===== config.mk =====
export PLATFORM = sky130hd
export DESIGN_NAME = vps_tlb
export DESIGN_NICKNAME = d
export VERILOG_FILES = /design/src/rtl/vps_tlb_pkg.sv /design/src/rtl/vps_tlb_store.sv /design/src/rtl/vps_tlb_match.sv /design/src/rtl/vps_tlb.sv
export SDC_FILE = /design/constraint.sdc
export NUM_CORES = 2
export LEC_CHECK = 0
export CELL_PAD_IN_SITES_DETAIL_PLACEMENT = 1
export CELL_PAD_IN_SITES_GLOBAL_PLACEMENT = 1
export CORE_MARGIN = 2
export CORE_UTILIZATION = 40
export CTS_BUF_LIST = sky130_fd_sc_hd__clkbuf_8
export DETAILED_ROUTE_END_ITERATION = 10
export DONT_BUFFER_PORTS = 1
export PLACE_DENSITY = 0.68
export SLEW_MARGIN = 10
export SYNTH_ARGS = -nofsm -noshare
export SYNTH_HDL_FRONTEND = slang
export SYNTH_SLANG_ARGS = --single-unit

===== constraint.sdc =====
create_clock -name clk -period 4.8 [get_ports clk]
set_input_delay 0.72 -clock clk [delete_from_list [all_inputs] [get_ports clk]]
set_output_delay 0.72 -clock clk [all_outputs]
set_load 0.02 [all_outputs]

===== src/rtl/vps_tlb_pkg.sv =====
`timescale 1ns/1ps
package vps_tlb_pkg;
  // smallest page offset: 1 KB pages
  localparam int MIN_OFS = 10;
  localparam int SZ_W    = 3;

  typedef enum logic [SZ_W-1:0] {
    PG_1K = 3'd0, PG_4K, PG_16K, PG_64K, PG_256K, PG_1M, PG_4M, PG_16M
  } pg_code_e;

  typedef struct packed {
    logic valid;
    logic sup_only;
    logic writable;
  } tlb_attr_t;

  // offset width in bits for a page-size code
  function automatic int unsigned offset_width(input logic [SZ_W-1:0] code);
    return MIN_OFS + 2 * int'(code);
  endfunction

  // tag bits that fall below the page boundary for a code
  function automatic int unsigned tag_skip(input logic [SZ_W-1:0] code);
    return 2 * int'(code);
  endfunction
endpackage


===== src/rtl/vps_tlb_store.sv =====
`timescale 1ns/1ps
module vps_tlb_store
  import vps_tlb_pkg::*;
#(
  parameter int ENTRIES = 16,
  parameter int TAG_W   = 22,
  parameter int PPN_W   = 22,
  localparam int IDX_W  = $clog2(ENTRIES)
) (
  input  logic                          clk,
  input  logic                          rst_n,
  input  logic                          wr_en,
  input  logic [IDX_W-1:0]              wr_idx,
  input  logic [TAG_W-1:0]              wr_tag,
  input  logic [PPN_W-1:0]              wr_ppn,
  input  tlb_attr_t                     wr_attr,
  output logic [ENTRIES-1:0][TAG_W-1:0] tags_o,
  output logic [ENTRIES-1:0][PPN_W-1:0] ppns_o,
  output tlb_attr_t [ENTRIES-1:0]       attrs_o
);
  for (genvar e = 0; e < ENTRIES; e++) begin : g_ent
    logic sel_w;
    assign sel_w = wr_en && (wr_idx == IDX_W'(e));

    always_ff @(posedge clk or negedge rst_n) begin
      if (!rst_n) begin
        tags_o[e]  <= '0;
        ppns_o[e]  <= '0;
        attrs_o[e] <= '0;
      end else if (sel_w) begin
        tags_o[e]  <= wr_tag;
        ppns_o[e]  <= wr_ppn;
        attrs_o[e] <= wr_attr;
      end
    end
  end
endmodule


===== src/rtl/vps_tlb_match.sv =====
`timescale 1ns/1ps
module vps_tlb_match
  import vps_tlb_pkg::*;
#(
  parameter int ENTRIES = 16,
  parameter int TAG_W   = 22,
  localparam int IDX_W  = $clog2(ENTRIES)
) (
  input  logic [ENTRIES-1:0][TAG_W-1:0] tags_i,
  input  tlb_attr_t [ENTRIES-1:0]       attrs_i,
  input  logic [TAG_W-1:0]              va_tag,
  input  logic [SZ_W-1:0]               code,
  output logic [ENTRIES-1:0]            hit_vec,
  output logic                          any_hit,
  output logic [IDX_W-1:0]              sel_idx
);
  // ones on tag bits that sit above the page boundary
  function automatic logic [TAG_W-1:0] cmp_mask(input logic [SZ_W-1:0] c);
    return ~((TAG_W'(1) << tag_skip(c)) - TAG_W'(1));
  endfunction

  logic [TAG_W-1:0] mask_w;
  assign mask_w = cmp_mask(code);

  for (genvar e = 0; e < ENTRIES; e++) begin : g_cmp
    assign hit_vec[e] = attrs_i[e].valid &&
                        (((tags_i[e] ^ va_tag) & mask_w) == '0);
  end

  assign any_hit = |hit_vec;

  // lowest index wins
  always_comb begin
    sel_idx = '0;
    for (int e = ENTRIES - 1; e >= 0; e--) begin
      if (hit_vec[e]) sel_idx = IDX_W'(e);
    end
  end
endmodule


===== src/rtl/vps_tlb.sv =====
`timescale 1ns/1ps
module vps_tlb
  import vps_tlb_pkg::*;
#(
  parameter int ENTRIES = 16,
  parameter int VA_W    = 32,
  parameter int PA_W    = 32,
  localparam int IDX_W  = $clog2(ENTRIES),
  localparam int TAG_W  = VA_W - MIN_OFS,
  localparam int PPN_W  = PA_W - MIN_OFS
) (
  input  logic             clk,
  input  logic             rst_n,
  input  logic             cfg_we,
  input  logic [SZ_W-1:0]  cfg_code,
  input  logic             wr_en,
  input  logic [IDX_W-1:0] wr_idx,
  input  logic [TAG_W-1:0] wr_tag,
  input  logic [PPN_W-1:0] wr_ppn,
  input  logic             wr_valid,
  input  logic             wr_sup,
  input  logic             wr_wen,
  input  logic             lk_req,
  input  logic [VA_W-1:0]  lk_va,
  input  logic             lk_user,
  input  logic             lk_write,
  output logic             rsp_valid,
  output logic             rsp_hit,
  output logic [PA_W-1:0]  rsp_pa,
  output logic             rsp_fault
);
  // physical address: page number above the offset, VA bits inside it
  function automatic logic [PA_W-1:0] join_pa(input logic [PPN_W-1:0] ppn,
                                              input logic [VA_W-1:0]  va,
                                              input logic [SZ_W-1:0]  c);
    logic [PA_W-1:0] low_m;
    low_m = (PA_W'(1) << offset_width(c)) - PA_W'(1);
    return ({ppn, {MIN_OFS{1'b0}}} & ~low_m) | (PA_W'(va) & low_m);
  endfunction

  // page-size register
  logic [SZ_W-1:0] sz_q;
  always_ff @(posedge clk or negedge rst_n) begin
    if (!rst_n)      sz_q <= PG_1K;
    else if (cfg_we) sz_q <= cfg_code;
  end

  // entry storage
  logic [ENTRIES-1:0][TAG_W-1:0] tags;
  logic [ENTRIES-1:0][PPN_W-1:0] ppns;
  tlb_attr_t [ENTRIES-1:0]       attrs;
  tlb_attr_t                     wr_attr;
  assign wr_attr = '{valid: wr_valid, sup_only: wr_sup, writable: wr_wen};

  vps_tlb_store #(.ENTRIES(ENTRIES), .TAG_W(TAG_W), .PPN_W(PPN_W)) u_store (
    .clk(clk), .rst_n(rst_n), .wr_en(wr_en), .wr_idx(wr_idx),
    .wr_tag(wr_tag), .wr_ppn(wr_ppn), .wr_attr(wr_attr),
    .tags_o(tags), .ppns_o(ppns), .attrs_o(attrs)
  );

  // associative compare, visible to the checker
  logic [ENTRIES-1:0] hit_vec;
  logic               any_hit;
  logic [IDX_W-1:0]   sel_idx;

  vps_tlb_match #(.ENTRIES(ENTRIES), .TAG_W(TAG_W)) u_match (
    .tags_i(tags), .attrs_i(attrs), .va_tag(lk_va[VA_W-1:MIN_OFS]),
    .code(sz_q), .hit_vec(hit_vec), .any_hit(any_hit), .sel_idx(sel_idx)
  );

  tlb_attr_t       sel_attr;
  logic            fault_now;
  logic [PA_W-1:0] pa_now;
  assign sel_attr  = attrs[sel_idx];
  assign fault_now = any_hit && ((lk_user && sel_attr.sup_only) ||
                                 (lk_write && !sel_attr.writable));
  assign pa_now    = any_hit ? join_pa(ppns[sel_idx], lk_va, sz_q) : '0;

  // registered response
  always_ff @(posedge clk or negedge rst_n) begin
    if (!rst_n) begin
      rsp_valid <= 1'b0;
      rsp_hit   <= 1'b0;
      rsp_pa    <= '0;
      rsp_fault <= 1'b0;
    end else begin
      rsp_valid <= lk_req;
      if (lk_req) begin
        rsp_hit   <= any_hit;
        rsp_pa    <= pa_now;
        rsp_fault <= fault_now;
      end
    end
  end
endmodule


# After elaboration in Yosys (flattened, before gate mapping)
# Index checks and enable logic that the tools add are counted.
[totals]
register_bits = 790
inputBits = 93
output_inout_bits = 35
word_cells = 219
[op_classes]
n_addsub = 3
n_lt_le_gt_ge = 1
eq_ne = 15
shifts = 2
n_mux = 21
n_bitwise = 37
n_reduce_logical = 55
[op_table]
columns = ["op", "count"]
rows = [
  ["AND 22 bit", 16],
  ["logical NOT 22 bit", 16],
  ["bitwise XOR 22 bit", 16],
  ["binary-select mux 22 bit (select 4 bit)", 1],
  ["AND 32 bit", 2],
  ["two-way mux 4 bit", 16],
  ["logical AND 1 bit", 35],
  ["== test 4 bit, second input constant", 8],
  ["two-way mux 32 bit", 1],
  ["NOT 32 bit", 1],
  ["OR 32 bit", 1],
  ["left shift 1 x 5 -> 32 bit, first input constant", 1],
  ["subtractor 32 x 2 -> 32 bit, second input constant", 1],
  ["two-way mux 22 bit", 1],
  ["NOT 22 bit", 1],
  ["left shift 1 x 4 -> 22 bit, first input constant", 1],
  ["subtractor 22 x 2 -> 22 bit, second input constant", 1],
  ["== test 4 x 3 -> 1 bit, second input constant", 4],
  ["OR reduction 16 bit", 1],
  ["binary-select mux 3 bit (select 4 bit)", 1],
  ["== test 4 x 2 -> 1 bit, second input constant", 2],
  ["adder 4 x 4 -> 5 bit, first input constant", 1],
  ["less-than comparator 4 x 5 -> 1 bit, second input constant", 1],
  ["== test 4 x 1 -> 1 bit, second input constant", 1],
  ["other kinds (4)", 4],
]

# Longest topological paths before layout
[logic_depth]
word_depth = 28
ltp_mapped = 21
mapped_depth_nobuf = 16

# Cells and area by module
# Synthesis repeated with hierarchy kept, for this count alone.
[unflattened]
cells_unflattened = 2722
hier_area_um2 = 38314.2
[by_module_without_submodules]
columns = ["module", "n_inst", "cells_per_inst", "area_per_inst_um2", "seq_area_each_um2"]
rows = [
  ["vps_tlb_store", 1, 1657, 28317.2, 18818.0],
  ["vps_tlb_match", 1, 688, 5255.0, 0.0],
  ["vps_tlb", 1, 377, 4742.0, 950.9],
]

# Worst setup path after synthesis
# No wires, ideal clock.
[synth_path]
path_kind = "register -> register"
from = "register sz_q[2]"
to = "register rsp_pa[30]"
setup_time_ns = 0.123
arrival_time_ns = 4.001
required_ns = 4.677
setup_slack_ns = 0.675
path_stages_with_launch = 19
path_buffers = 3
synth_period_minus_slack_ns = 4.125
cell_sequence = "dfrtp_1 -> buf_4 -> inv_2 -> clkbuf_1 -> ha_1 -> nand3b_2 -> a21oi_2 -> o41ai_4 -> nand4_1 -> or4_1 -> a221o_1 -> a2111o_1 -> nand3b_1 -> buf_6 -> mux2i_1 -> o22ai_1 -> a211o_1 -> a31oi_1 -> o2bb2ai_1"
[synth_between]
elab_chain_cells = 27
word_cells_on_any_way = 78
classes_between = "add/sub: 3; shift: 2; mux: 19; bitwise: 21; reduce/logical: 33"
[synth_rtl]
columns = ["item", "line", "source"]
rows = [
  ["start: declaration", "vps_tlb.sv:42", "logic [SZ_W-1:0] sz_q;"],
  ["start signal: assignment", "vps_tlb.sv:45", "else if (cfg_we) sz_q <= cfg_code;"],
  ["left shift 1 x 4 -> 22 bit", "vps_tlb_match.sv:19", "return ~((TAG_W'(1) << tag_skip(c)) - TAG_W'(1));"],
  ["subtractor 22 x 2 -> 22 bit", "vps_tlb_match.sv:19", ""],
  ["NOT 22 bit", "vps_tlb_match.sv:19", ""],
  ["AND 22 bit", "vps_tlb_match.sv:27", "(((tags_i[e] ^ va_tag) & mask_w) == '0);"],
  ["logical NOT 22 bit", "vps_tlb_match.sv:27", ""],
  ["logical AND 1 bit", "vps_tlb_match.sv:26", "assign hit_vec[e] = attrs_i[e].valid &&"],
  ["two-way mux 4 bit (16 in series)", "vps_tlb_match.sv:36", "if (hit_vec[e]) sel_idx = IDX_W'(e);"],
  ["binary-select mux 22 bit (select 4 bit)", "vps_tlb.sv:77", "assign pa_now = any_hit ? join_pa(ppns[sel_idx], lk_va, sz_q) : '0;"],
  ["two-way mux 22 bit (implied by the code)", "vps_tlb.sv:77", ""],
  ["AND 32 bit", "vps_tlb.sv:38", "return ({ppn, {MIN_OFS{1'b0}}} & ~low_m) | (PA_W'(va) & low_m);"],
  ["OR 32 bit", "vps_tlb.sv:38", ""],
  ["two-way mux 32 bit *", "vps_tlb.sv:77", ""],
  ["end signal: assignment", "vps_tlb.sv:90", "rsp_pa <= pa_now;"],
  ["end: declaration", "vps_tlb.sv:29", "output logic [PA_W-1:0] rsp_pa,"],
]
# Mark *: on every way between the ends. The rest lies on a longest branch, timed or not. The select of a mux whose other input is x is not followed.
# A chain may end at the register's enable or synchronous reset.

# Final worst setup path
[layout_path]
from = "register sz_q[0]"
to = "register rsp_pa[10]"
# The elaborated chain is that of the path after synthesis.

==> qor.txt <==
Worst path slowest cell: or4_1
Yosys cell types: 90
Worst setup SP type: flop
Floorplan Core Area: 96400 um2
GR Overflow Total: 0
initial antenna violation count: 4
final instance area: 44100 um2
# rows: 114
max-slew violations: 576
Worst setup EP type: flop
port bufs: 0
# hold bufs at CTS: 63
WP data arrival: 5.29 ns
IO Pins: 128
reg-to-reg endpoint: rsp_pa[10]$_DFFE_PN0P_
WP data required: 5.47 ns
Leak Pwr: 19.5 nW
R2R setup slack: 0.18 ns
cell mode on critical path: buf_4
drt first pass iters: 7
Sw Share: 28.6%
antenna viol nets, final: 0
DP HPWL: 78800 um
TritonCTS Sinks: 790
crit path buf inv count: 4
fin util: 45.8%
Final Non-Filler Cells: 4508
Worst VDD drop: 0.000251 V
Post-synth top flop: dfrtp_1
dominant cell type by area after synthesis: dfrtp_1
Worst Hold Class: in -> async
CP cell instances: nand2_1 -> inv_1 -> ha_2 -> and3b_2 -> buf_4 -> o211ai_1 -> or4_1 -> nor4_4 -> a21o_1 -> a21oi_2 -> o21ai_4 -> buf_4 -> buf_4 -> mux2_1 -> a221oi_1 -> a32oi_1
die area: 99600 um2
Worst Hold Slack: -0.351 ns
Num CTS Buffers: 139
area grow syn2layout: 13.6%
vias per cell: 5.80
RSZ-0062 raised after global routing: false
layout net count: 3220
max-cap violations: 0
Root Driver: clkbuf_8
DR vias: 26100
Syn Area/Cell: 12.8 um2
Logic pwr share: 19.3%
Post-synth EDFFs: 0
CTS tree: done
Netlist Area Pre-Place: 38800 um2
failing checks: negative hold slack, max-slew violations
wire per inst: 28.8 um
Seq/Total Area, Yosys: 50.9%
Post-CTS Setup Bufs: 0
Initial Util: 40.3%
crit share post-route: 96.3%
FFs w/ async S/R, synth: 100%
Syn Inst Count: 3041
Flop pwr share: 47.9%
Yosys top cell area share: 50.9%
Reg2Reg Depth: 16
vias in the first global route: 29100
H-Tree Depth: 4
synthesized flop and latch total: 790
layout cell share with drive strength beyond 1: 36.5%
total wire length: 130000 um
FMAX: 0.216 GHz
PwrDens: 430 nW/um2
syn_nets: 3137
Total Negative Setup Slacks: 0 ns
yosys synthesis warning count: 0
Worst-Margin Slew: 3.16 ns
initial drt markers: 1646
RD Place Congestion: 0.884
Switching Power: 0.00542 W
slew margin rel.: -111%
max incr delay on CP: 0.59 ns
final hold vios: 236
largest net degree at the start of global routing: 791
DIE HEIGHT: 316 um
Clock Power Share: 32.8%
global-route wire length before repair: 193000 um
status: finished with violations
DRC violations left: 0
Metal-1 WL: 55600 um
met2 WL post-DR: 61900 um
critical path's top delay family: simple AND/OR/NAND/NOR gates
clk_skew: 0.0372 ns
R2R Path Start: sz_q[0]$_DFFE_PN0P_
clk slew on worst S/H paths: 0.07 ns
CP max FO: 15
top sig layer: met5
Setup CP Type: reg -> reg
placed cells: 4196
Area contributors post-synth: dfrtp_1, mux2_2, xnor2_1
later-pin clock latency in the skew report: 0.84 ns
clock tree buffer depth: 3
Final setup viols: 0
total track usage: 26.1%
width of the die: 316 um
Pint: 0.0135 W
Cell Area, Placed: 40600 um2
met3 WL: 7440 um
Tmin final: 4.62 ns
[registers in the layout, indices dropped and copies added, names as in the netlist]
| name | cells |
|---|---|
| rsp_hit | 1 |
| rsp_fault | 1 |
| u_store.attrs_o | 48 |
| sz_q | 3 |
| u_store.ppns_o | 352 |
| u_store.tags_o | 352 |
| rsp_valid | 1 |
| rsp_pa | 32 |
[synthesized netlist by cell type, drive strengths merged (14+ instances only)]
master,count
inv,14
xor2,128
o211ai,34
buf,104
a21oi,106
a211oi,15
nand4,15
nor4,14
xnor2,229
mux2i,151
nor3,22
nand2,71
dfrtp,790
o21ai,55
nor2,81
nand3,22
mux2,803
a22oi,24
clkbuf,143
o22ai,26
[power by group through the flow]
stage,Sequential [W],Clock [W],Combinational (W)
2_1_floorplan,0.00888,0,0.00283
3_3_place_gp,0.00903,0,0.00332
3_5_place_dp,0.00917,0,0.00350
4_1_cts,0.00906,0.00636,0.00362
5_1_grt,0.00926,0.00664,0.00394
6_report,0.00908,0.00621,0.00366
[cell type report]
type / count / area, um2
multi-input cells: 1990 / 18200
clock buffers: 176 / 2420
clock inverters: 70 / 344
well taps: 1276 / 1600
fillers: 9945 / 52300
diodes: 3 / 7.51
repair buffers: 189 / 1760
inverters: 14 / 52.6
flip-flops and latches: 790 / 19800
[per-stage QoR]
stage / hold slack (ns) / power, W / setup slack, ns
CTS: -0.422 / 0.0191 / 0.0233
global route: -0.395 / 0.0198 / 0.0270
floorplan: 0.424 / 0.0117 / 0.675
detailed placement: 0.469 / 0.0127 / -0.267
finish: -0.351 / 0.0190 / 0.176
global placement: 0.469 / 0.0124 / -0.253
[layout by cell type (no fill, tap or decap), types with 9 or more instances in the layout]
cell type,instances
nand2_1,69
mux2_1,18
mux2i_1,151
xnor2_1,228
nor2_1,70
clkinv_2,13
o21ai_0,49
xor2_1,128
dlygate4sd3_1,63
nor3_1,21
dfrtp_1,789
o22ai_1,26
nor2_4,9
clkbuf_8,176
buf_12,14
a21oi_1,101
buf_4,110
mux2_2,785
nand3_1,22
nand4_1,15
inv_1,55
a22o_1,12
a21o_1,12
a22oi_1,24
o211ai_1,34
a211oi_1,13
[what timing repair did]
| item | 4_1_cts | 5_1_grt |
|---|---|---|
| resized for setup | 4 | 20 |
| endpoints found under the setup margin | 23 | 23 |
| endpoints found under the hold margin | 1055 | 790 |
[routing by layer]
layer	global-route usage, %	vias up
met5	0	-
met4	10.0	2
met3	5.52	266
met2	43.1	733
met1	33.7	14100
li1	-	11100
[how the worst max path moves through the flow]
stage / from / endpoint / slack [ns] / depth (start not counted)
after CTS: sz_q[0]$_DFFE_PN0P_ / rsp_pa[27]$_DFFE_PN0P_ / 0.02 / 14
after detailed placement: sz_q[0]$_DFFE_PN0P_ / rsp_pa[27]$_DFFE_PN0P_ / -0.27 / 18
after global routing: sz_q[0]$_DFFE_PN0P_ / rsp_pa[10]$_DFFE_PN0P_ / 0.03 / 17
after floorplan: sz_q[2]$_DFFE_PN0P_ / rsp_pa[30]$_DFFE_PN0P_ / 0.68 / 18
after global placement: sz_q[1]$_DFFE_PN0P_ / rsp_pa[27]$_DFFE_PN0P_ / -0.25 / 18
final: sz_q[0]$_DFFE_PN0P_ / rsp_pa[10]$_DFFE_PN0P_ / 0.18 / 16
[cell families (layout without fill, tap and decap cells)]
logic type	after synthesis	in the layout	synth area share, %
AO/OA/AOI/OAI	395	395	7.10
XOR/XNOR	357	357	8.05
adder cells (fa/ha/maj)	5	5	0.151
buffers and inverters	261	449	3.06
flip-flops	790	790	50.9
multiplexers	954	954	27.2
other	1	4	0.00966
AND/OR/NAND/NOR	278	278	3.54
(Power assumes the default switching activity.)
